`config.mk`:
```
export PLATFORM = sky130hd
export DESIGN_NAME = cam_match_ctrl
export DESIGN_NICKNAME = d
export VERILOG_FILES = /design/src/rtl/cam_match_pkg.sv /design/src/rtl/cam_wait_timer.sv /design/src/rtl/cam_match_fsm.sv /design/src/rtl/cam_result_reg.sv /design/src/rtl/cam_match_ctrl.sv
export SDC_FILE = /design/constraint.sdc
export NUM_CORES = 1
export LEC_CHECK = 0
export ABC_AREA = 1
export ABC_CLOCK_PERIOD_IN_PS = 1890
export BUFFER_PORTS_ARGS = -buffer_cell sky130_fd_sc_hd__buf_2
export CAP_MARGIN = 20
export CORE_MARGIN = 3
export CORE_UTILIZATION = 35
export DETAILED_ROUTE_END_ITERATION = 10
export SLEW_MARGIN = 0
export SYNTH_ARGS = -nofsm -noshare
export SYNTH_HDL_FRONTEND = slang
export SYNTH_SLANG_ARGS = --single-unit
export TNS_END_PERCENT = 10
```
`constraint.sdc`:
```
create_clock -name clk -period 1.89 [get_ports clk]
set_input_delay 0 -clock clk [delete_from_list [all_inputs] [get_ports clk]]
set_output_delay 0 -clock clk [all_outputs]
set_load 0.02 [all_outputs]
```
`src/rtl/cam_match_pkg.sv`:
```
package cam_match_pkg;

    typedef enum logic [2:0] {
        ST_IDLE,
        ST_WRITE,
        ST_WAIT,
        ST_READ,
        ST_DONE
    } phase_t;

    typedef struct packed {
        logic start_n;
        logic oe_n;
        logic bus_en;
    } pin_drive_t;

    function automatic pin_drive_t drive_for(phase_t p);
        pin_drive_t d;
        d.start_n = (p != ST_WRITE);
        d.oe_n    = (p != ST_READ);
        d.bus_en  = (p == ST_WRITE);
        return d;
    endfunction

endpackage

```
`src/rtl/cam_wait_timer.sv`:
```
module cam_wait_timer #(
    parameter int CNT_W = 16
) (
    input  logic             clk,
    input  logic             rst,
    input  logic             run,
    input  logic [CNT_W-1:0] limit,
    output logic             expired
);
    localparam logic [CNT_W-1:0] CNT_MAX = {CNT_W{1'b1}};

    logic [CNT_W-1:0] cnt_q;

    always_ff @(posedge clk) begin
        if (rst || !run) begin
            cnt_q <= '0;
        end else if (cnt_q != CNT_MAX) begin
            cnt_q <= cnt_q + 1'b1;
        end
    end

    assign expired = run && (cnt_q >= limit);
endmodule

```
`src/rtl/cam_match_fsm.sv`:
```
module cam_match_fsm
    import cam_match_pkg::*;
(
    input  logic   clk,
    input  logic   rst,
    input  logic   req,
    input  logic   mc_n,
    input  logic   expired,
    output phase_t phase,
    output logic   take_key,
    output logic   take_result,
    output logic   abort
);
    phase_t phase_q, phase_d;

    always_comb begin
        phase_d     = phase_q;
        take_key    = 1'b0;
        take_result = 1'b0;
        abort       = 1'b0;
        unique case (phase_q)
            ST_IDLE: begin
                if (req) begin
                    take_key = 1'b1;
                    phase_d  = ST_WRITE;
                end
            end
            ST_WRITE: phase_d = ST_WAIT;
            ST_WAIT: begin
                if (!mc_n) begin
                    phase_d = ST_READ;
                end else if (expired) begin
                    abort   = 1'b1;
                    phase_d = ST_DONE;
                end
            end
            ST_READ: begin
                take_result = 1'b1;
                phase_d     = ST_DONE;
            end
            ST_DONE: phase_d = ST_IDLE;
            default: phase_d = ST_IDLE;
        endcase
    end

    always_ff @(posedge clk) begin
        if (rst) phase_q <= ST_IDLE;
        else     phase_q <= phase_d;
    end

    assign phase = phase_q;
endmodule

```
`src/rtl/cam_result_reg.sv`:
```
module cam_result_reg #(
    parameter int DATA_W = 32
) (
    input  logic              clk,
    input  logic              rst,
    input  logic              take_key,
    input  logic [DATA_W-1:0] key_in,
    input  logic              take_result,
    input  logic              ms_n,
    input  logic [DATA_W-1:0] dq_in,
    input  logic              abort,
    output logic [DATA_W-1:0] key_q,
    output logic [DATA_W-1:0] result_q,
    output logic              err_q
);
    localparam logic [DATA_W-1:0] ABORT_WORD = {1'b1, {(DATA_W-1){1'b0}}};

    always_ff @(posedge clk) begin
        if (rst) begin
            key_q    <= '0;
            result_q <= '0;
            err_q    <= 1'b0;
        end else begin
            if (take_key) key_q <= key_in;
            if (take_result) begin
                result_q <= {ms_n, dq_in[DATA_W-2:0]};
                err_q    <= 1'b0;
            end else if (abort) begin
                result_q <= ABORT_WORD;
                err_q    <= 1'b1;
            end
        end
    end
endmodule

```
`src/rtl/cam_match_ctrl.sv`:
```
module cam_match_ctrl
    import cam_match_pkg::*;
#(
    parameter int DATA_W = 32,
    parameter int CNT_W  = 16
) (
    input  logic              clk,
    input  logic              rst,
    input  logic              host_req,
    input  logic [DATA_W-1:0] host_key,
    input  logic [CNT_W-1:0]  wait_limit,
    output logic              host_ready,
    output logic              host_done,
    output logic              host_err,
    output logic [DATA_W-1:0] host_result,
    output logic [DATA_W-1:0] cam_dq_out,
    output logic              cam_dq_oe,
    input  logic [DATA_W-1:0] cam_dq_in,
    output logic              cam_start_n,
    output logic              cam_oe_n,
    input  logic              cam_mc_n,
    input  logic              cam_ms_n
);
    phase_t      phase;
    pin_drive_t  drv;
    logic        take_key, take_result, abort, expired, err_q;
    logic [DATA_W-1:0] key_q;

    cam_match_fsm u_fsm (
        .clk         (clk),
        .rst         (rst),
        .req         (host_req),
        .mc_n        (cam_mc_n),
        .expired     (expired),
        .phase       (phase),
        .take_key    (take_key),
        .take_result (take_result),
        .abort       (abort)
    );

    cam_wait_timer #(.CNT_W(CNT_W)) u_timer (
        .clk     (clk),
        .rst     (rst),
        .run     (phase == ST_WAIT),
        .limit   (wait_limit),
        .expired (expired)
    );

    cam_result_reg #(.DATA_W(DATA_W)) u_res (
        .clk         (clk),
        .rst         (rst),
        .take_key    (take_key),
        .key_in      (host_key),
        .take_result (take_result),
        .ms_n        (cam_ms_n),
        .dq_in       (cam_dq_in),
        .abort       (abort),
        .key_q       (key_q),
        .result_q    (host_result),
        .err_q       (err_q)
    );

    assign drv         = drive_for(phase);
    assign cam_start_n = drv.start_n;
    assign cam_oe_n    = drv.oe_n;
    assign cam_dq_oe   = drv.bus_en;
    assign cam_dq_out  = drv.bus_en ? key_q : '0;
    assign host_ready  = (phase == ST_IDLE);
    assign host_done   = (phase == ST_DONE);
    assign host_err    = host_done && err_q;
endmodule

```
=== Yosys cells after proc, flatten, opt, wreduce, memory -nomap -nowiden ===
Index checks and enable logic that the tools add are counted.

* Flip-flop bits (word level): 84
* Word-level logic and storage cells: 37

* $add $sub $neg: 1
* $lt $le $gt $ge: 1
* Equal/unequal tests: 9
* Muxes and demuxes: 13
* Reduce and logical (&&, ||, !) cells: 8

{| class="wikitable"
|+ Operator list
! operator !! count
|-
| $mux 32 || 3
|-
| $add 16x1->16 const B || 1
|-
| $ge 16x16->1 || 1
|-
| $ne 16x16->1 const B || 1
|-
| $pmux 3 s4 || 1
|-
| $mux 3 || 3
|-
| $eq 3x2->1 const B || 2
|-
| $mux 1 || 6
|-
| $eq 3x1->1 const B || 1
|-
| $eq 3x3->1 const B || 1
|-
| $logic_not 3->1 || 1
|-
| $ne 3x1->1 const B || 1
|-
| $ne 3x2->1 const B || 1
|-
| $ne 3x3->1 const B || 1
|-
| $logic_and 1x1->1 || 2
|-
| $ne 2x2->1 const B || 1
|-
| $reduce_and 2->1 || 1
|-
| $reduce_bool 2->1 || 1
|-
| $reduce_or 2->1 || 1
|-
| $logic_not 1->1 || 1
|-
| $logic_or 1x1->1 || 1
|}

=== Depth between registers and ports, before layout ===
* Word-level depth: 7
* Gate-level depth with buffers: 15
* Mapped depth without buffers: 15

=== Modules after synthesis ===
A second synthesis with hierarchy kept.

* Cells, all modules: 592
* Area, all modules: 4399.2 um2

{| class="wikitable"
|+ By module, submodules not included
! module !! instances !! cells each !! area each (um2) !! sequential area each (um2)
|-
| cam_result_reg || 1 || 283 || 2479.9 || 1301.2
|-
| cam_wait_timer || 1 || 195 || 1300.0 || 320.3
|-
| cam_match_ctrl || 1 || 79 || 421.7 || 0.0
|-
| cam_match_fsm || 1 || 35 || 197.7 || 60.1
|}

=== Worst setup path before layout ===
No wires, ideal clock.

* Path type: flip-flop to output port
* Start point: reg u_fsm.phase_q[0], in the netlist u_fsm.phase[0]
* End point: out cam_dq_out[22]
* Arrival time: 1.767 ns
* Data required time: 1.890 ns
* Path slack: 0.123 ns
* Stages on the path, launching flop included: 6
* Path buffers: 1
* Cell sequence: dfxtp_1 > inv_1 > nor3_1 > inv_2 > clkbuf_1 > nor2_1

* Word-level cells in the longest chain between the ends: 2

{| class="wikitable"
|+ RTL lines
! element !! line !! source
|-
| start, declared || cam_match_fsm.sv:14 || <nowiki>phase_t phase_q, phase_d;</nowiki>
|-
| start signal, assigned || cam_match_fsm.sv:48 || <nowiki>else phase_q <= phase_d;</nowiki>
|-
| $eq 3x1->1 || cam_match_pkg.sv:21 || <nowiki>d.bus_en = (p == ST_WRITE);</nowiki>
|-
| via cam_dq_oe || cam_match_ctrl.sv:17 || <nowiki>output logic cam_dq_oe,</nowiki>
|-
| $mux 32 || cam_match_ctrl.sv:67 || <nowiki>assign cam_dq_out = drv.bus_en ? key_q : '0;</nowiki>
|-
| end, declared || cam_match_ctrl.sv:16 || <nowiki>output logic [DATA_W-1:0] cam_dq_out,</nowiki>
|}

The timed path passes the listed nets, and every way through them passes these cells.

=== Worst setup path in the final report ===
* Start point: reg u_timer.cnt_q[0]
* End point: reg u_res.result_q[1]

* Word-level cells in the longest chain between the ends: 6

{| class="wikitable"
|+ RTL lines
! element !! line !! source
|-
| start, declared || cam_wait_timer.sv:12 || <nowiki>logic [CNT_W-1:0] cnt_q;</nowiki>
|-
| start signal, assigned || cam_wait_timer.sv:18 || <nowiki>cnt_q <= cnt_q + 1'b1;</nowiki>
|-
| $ge 16x16->1 || cam_wait_timer.sv:22 || <nowiki>assign expired = run && (cnt_q >= limit);</nowiki>
|-
| $logic_and 1x1->1 || cam_wait_timer.sv:22 ||
|-
| $mux 1 || cam_match_fsm.sv:32 || <nowiki>end else if (expired) begin</nowiki>
|-
| $mux 1 || cam_match_fsm.sv:30 || <nowiki>if (!mc_n) begin</nowiki>
|-
| $mux 1 || cam_match_fsm.sv:21 || <nowiki>unique case (phase_q)</nowiki>
|-
| $reduce_bool 2->1 (no source line) || -- ||
|-
| end signal, assigned || cam_result_reg.sv:26 || <nowiki>result_q <= {ms_n, dq_in[DATA_W-2:0]};</nowiki>
|-
| end, declared || cam_result_reg.sv:13 || <nowiki>output logic [DATA_W-1:0] result_q,</nowiki>
|}

No other way between the ends.
A chain may end at the register's enable or synchronous reset.

==> flow_summary_export.csv <==
group,metric,value,unit
final_layout,drive_above_1_share,32.5,%
worst_setup_path,slowest_stage,"dfxtp_2",
worst_setup_path,crit_top_cell,"nand2_2",
routing,drt_iter0_drc,198,
worst_setup_path,crit_required,2.09,ns
worst_setup_path,crit_type,"register to register",
timing,fin_skew,0.00727,ns
pwr,vdd_ir_drop_max,0.564,mV
clock_tree,clock_latency,0.33,ns
synth,yosysMostFrequentCell,"dfxtp_1",
synth,synthesis.nets,638,
routing,wirelength,11.4,mm
pwr,p_leak,2.90,nW
timing,drv_slew,0,
synth,yosys-top-cells-area,"dfxtp_1 (43%), a21oi_1 (10%), inv_1 (7.6%), nand2_1 (7.1%), ha_1 (5.4%)",
floorplanning,rows,38,
timing,fmax,545,MHz
worst_setup_path,cp-end-kind,"register",
timing,fin_hold_ws,0.0331,ns
floorplanning,initial_core_util,36.0,%
timing,setup_viol,0,
routing,wl_per_cell,12.6,um
synth,synth_edf_count,0,
floorplanning,core_area,10900,um2
global_routing,grt_max_degree,39,
global_routing,antenna_found_initial,0,
floorplanning,dieHeight,112,um
worst_setup_path,slowest_delay,0.33,ns
synth,synth_top_area_share,42.7,%
placed_design,port_buffers,153,
synth,synthFlopType,"dfxtp_1",
worst_setup_path,crit_arrival,2.04,ns
timing,worst_pin_slew,0.859,ns
global_routing,grt_pass1_vias,4136,
worst_setup_path,worst-path-max-fanout,8,
worst_setup_path,r2r_cells,15,
placed_design,gp_congestion,0.778,
global_routing,busiest_layer,"met2",
worst_hold_path,holdCritPathClass,"input pin to register",
synth,yosysUniqueCellTypes,33,
synth,synth_commonest_cells,"dfxtp_1 (84), inv_1 (80), a21oi_1 (79)",
global_routing,use_met2,30.0,%
clock_tree,htreeDepth,3,
synth,synthArstFlopShare,0,%
routing,via_per_inst,4.67,
clock_tree,cts_root_buf,"clkbuf_16",
flow_run,max_cap_viol_count,0,
clock_tree,clk_pin_slew_worst_paths,0.06,ns
placed_design,dp.cells,816,
worst_hold_path,holdPathStages,4,
worst_setup_path,cp_cell_sequence,"inv_2 > ha_4 > nand2_2 > nor2_2 > nor2_1 > nand2_1 > nand2_1 > nand2_2 > nand2_2 > nand2_2 > nand2_4 > buf_6 > clkbuf_16 > nand3_1 > a21oi_1",
routing,drcViolationCount,0,
synth,yosys_warnings,0,
final_layout,num-fill-cells,1008,
global_routing,grt_remaining_overflow,0,
timing,slew_headroom,42.7,%
final_layout,fin_cells,902,
global_routing,use_met3,4.26,%
pwr,powerDensity,804,nW/um2
final_layout,nets,860,
placed_design,hpwl,7.39,mm
outcome,status,"finished clean",
final_layout,area_growth,56.2,%
synth,avgSynthCellArea,7.35,um2
pwr,total_power,4.95,mW
clock_tree,cts_tree,"done",
floorplanning,ioPinCount,155,
clock_tree,clock_sinks,84,
global_routing,grt_pass1_wl,18.5,mm
synth,yosys_register_bits,84,
clock_tree,clockBufferDepth,2,
global_routing,track_usage,17.7,%
timing,period_needed,1.84,ns
timing,fin_tns_setup,0,ns
timing,rsz0062_at_grt,"yes",
synth,netlist_instances,536,
routing,drtPass1Iterations,4,
synth,synth_top_area_cell,"dfxtp_1",
floorplanning,die_area,12600,um2
clock_tree,cts_buffers,9,
final_layout,n_antenna_cell,0,
floorplanning,fp.dieW,112,um
global_routing,grt_util_met1,21.3,%
routing,drtAntennaViolNets,0,
timing,fin_crit_sh,97.1,%
synth,seq_area_frac_synth,42.7,%
timing,finalHoldViolations,0,
worst_setup_path,cp-start-kind,"register",
synth,syn-cell-area,3940,um2
routing,vias,4216,
==> final timing paths <==
| check | from | end | slack [ns] |
|---|---|---|---|
| max | u_timer.cnt_q[0] | u_res.result_q[1] | 0.05 |
| min | rst | u_timer.cnt_q[9] | 0.03 |
| max reg2reg | u_timer.cnt_q[0] | u_res.result_q[1] | 0.05 |
| min reg2reg | u_res.key_q[5] | u_res.key_q[5] | 0.45 |
==> sequential cells by signal, indices dropped and copies added, names as in the netlist <==
register	flops
u_res.key_q	32
u_res.result_q	32
u_timer.cnt_q	16
u_fsm.phase	3
u_res.err_q	1
==> logic make-up after synthesis <==
kind of cell    after synthesis  share of synthesized area (%)
fa+ha+maj                    17                           5.40
flops                        84                           42.7
buf+inv                     115                           11.8
simple gates                185                           22.0
compound gates              130                           17.0
xor+xnor                      5                           1.11
==> through the flow <==
stage          cell area (um2)  util, %  setup WS (ns)
2_1_floorplan             3940        -          0.123
3_3_place_gp              4890     44.7          0.166
3_5_place_dp              4890     44.7          0.115
4_1_cts                   5890     53.9          0.107
5_1_grt                   6150     56.2        -0.0680
6_report                  6150     56.2         0.0539
==> placed cells by master (no fill, tap or decap), types with 11 or more instances in the layout <==
cell	Yosys	layout
a21oi_1	79	71
nor2_1	47	46
inv_1	80	79
buf_2	7	153
ha_1	17	13
o21ai_0	21	20
o21ai_1	23	24
dlygate4sd3_1	0	66
nand3_2	2	11
nand3_1	34	23
dfxtp_1	84	79
nand2_1	74	69
==> cell type report <==
class / count / area (um2) / area share (%)
multi-input combinational: 337 / 1970 / 32.0
inverter: 90 / 343 / 5.57
sequential: 84 / 1690 / 27.5
timing repair buffer: 236 / 1640 / 26.6
clock inverter: 6 / 113 / 1.83
tap: 140 / 175 / 2.85
clock buffer: 9 / 225 / 3.66
==> worst max-delay path, delay by kind of cell, from the launching register on <==
| kind | cells | cell delay (ns) |
|---|---|---|
| simple gates | 10 | 0.71 |
| buf+inv | 3 | 0.34 |
| flops | 1 | 0.33 |
| fa+ha+maj | 1 | 0.25 |
| compound gates | 1 | 0.07 |
==> power breakdown <==
part	switching, mW	internal [mW]
Clock	0.720	1.29
Combinational	0.586	0.386
Sequential	0.0535	1.91
==> layer usage <==
layer / wire [um] / up-vias
met5: 0 / -
met4: 278 / 0
met3: 635 / 23
met2: 5600 / 124
met1: 4870 / 1900
li1: - / 2169
==> repair_timing <==
item / 4_1_cts / 5_1_grt
setup buffers: 0 / 4
hold endpoints to repair: 66 / 0
endpoints found under the setup margin: 0 / 64
hold buffers: 66 / 0
gates resized for setup: 0 / 48
No activity file was read; power rests on OpenSTA's default activity.
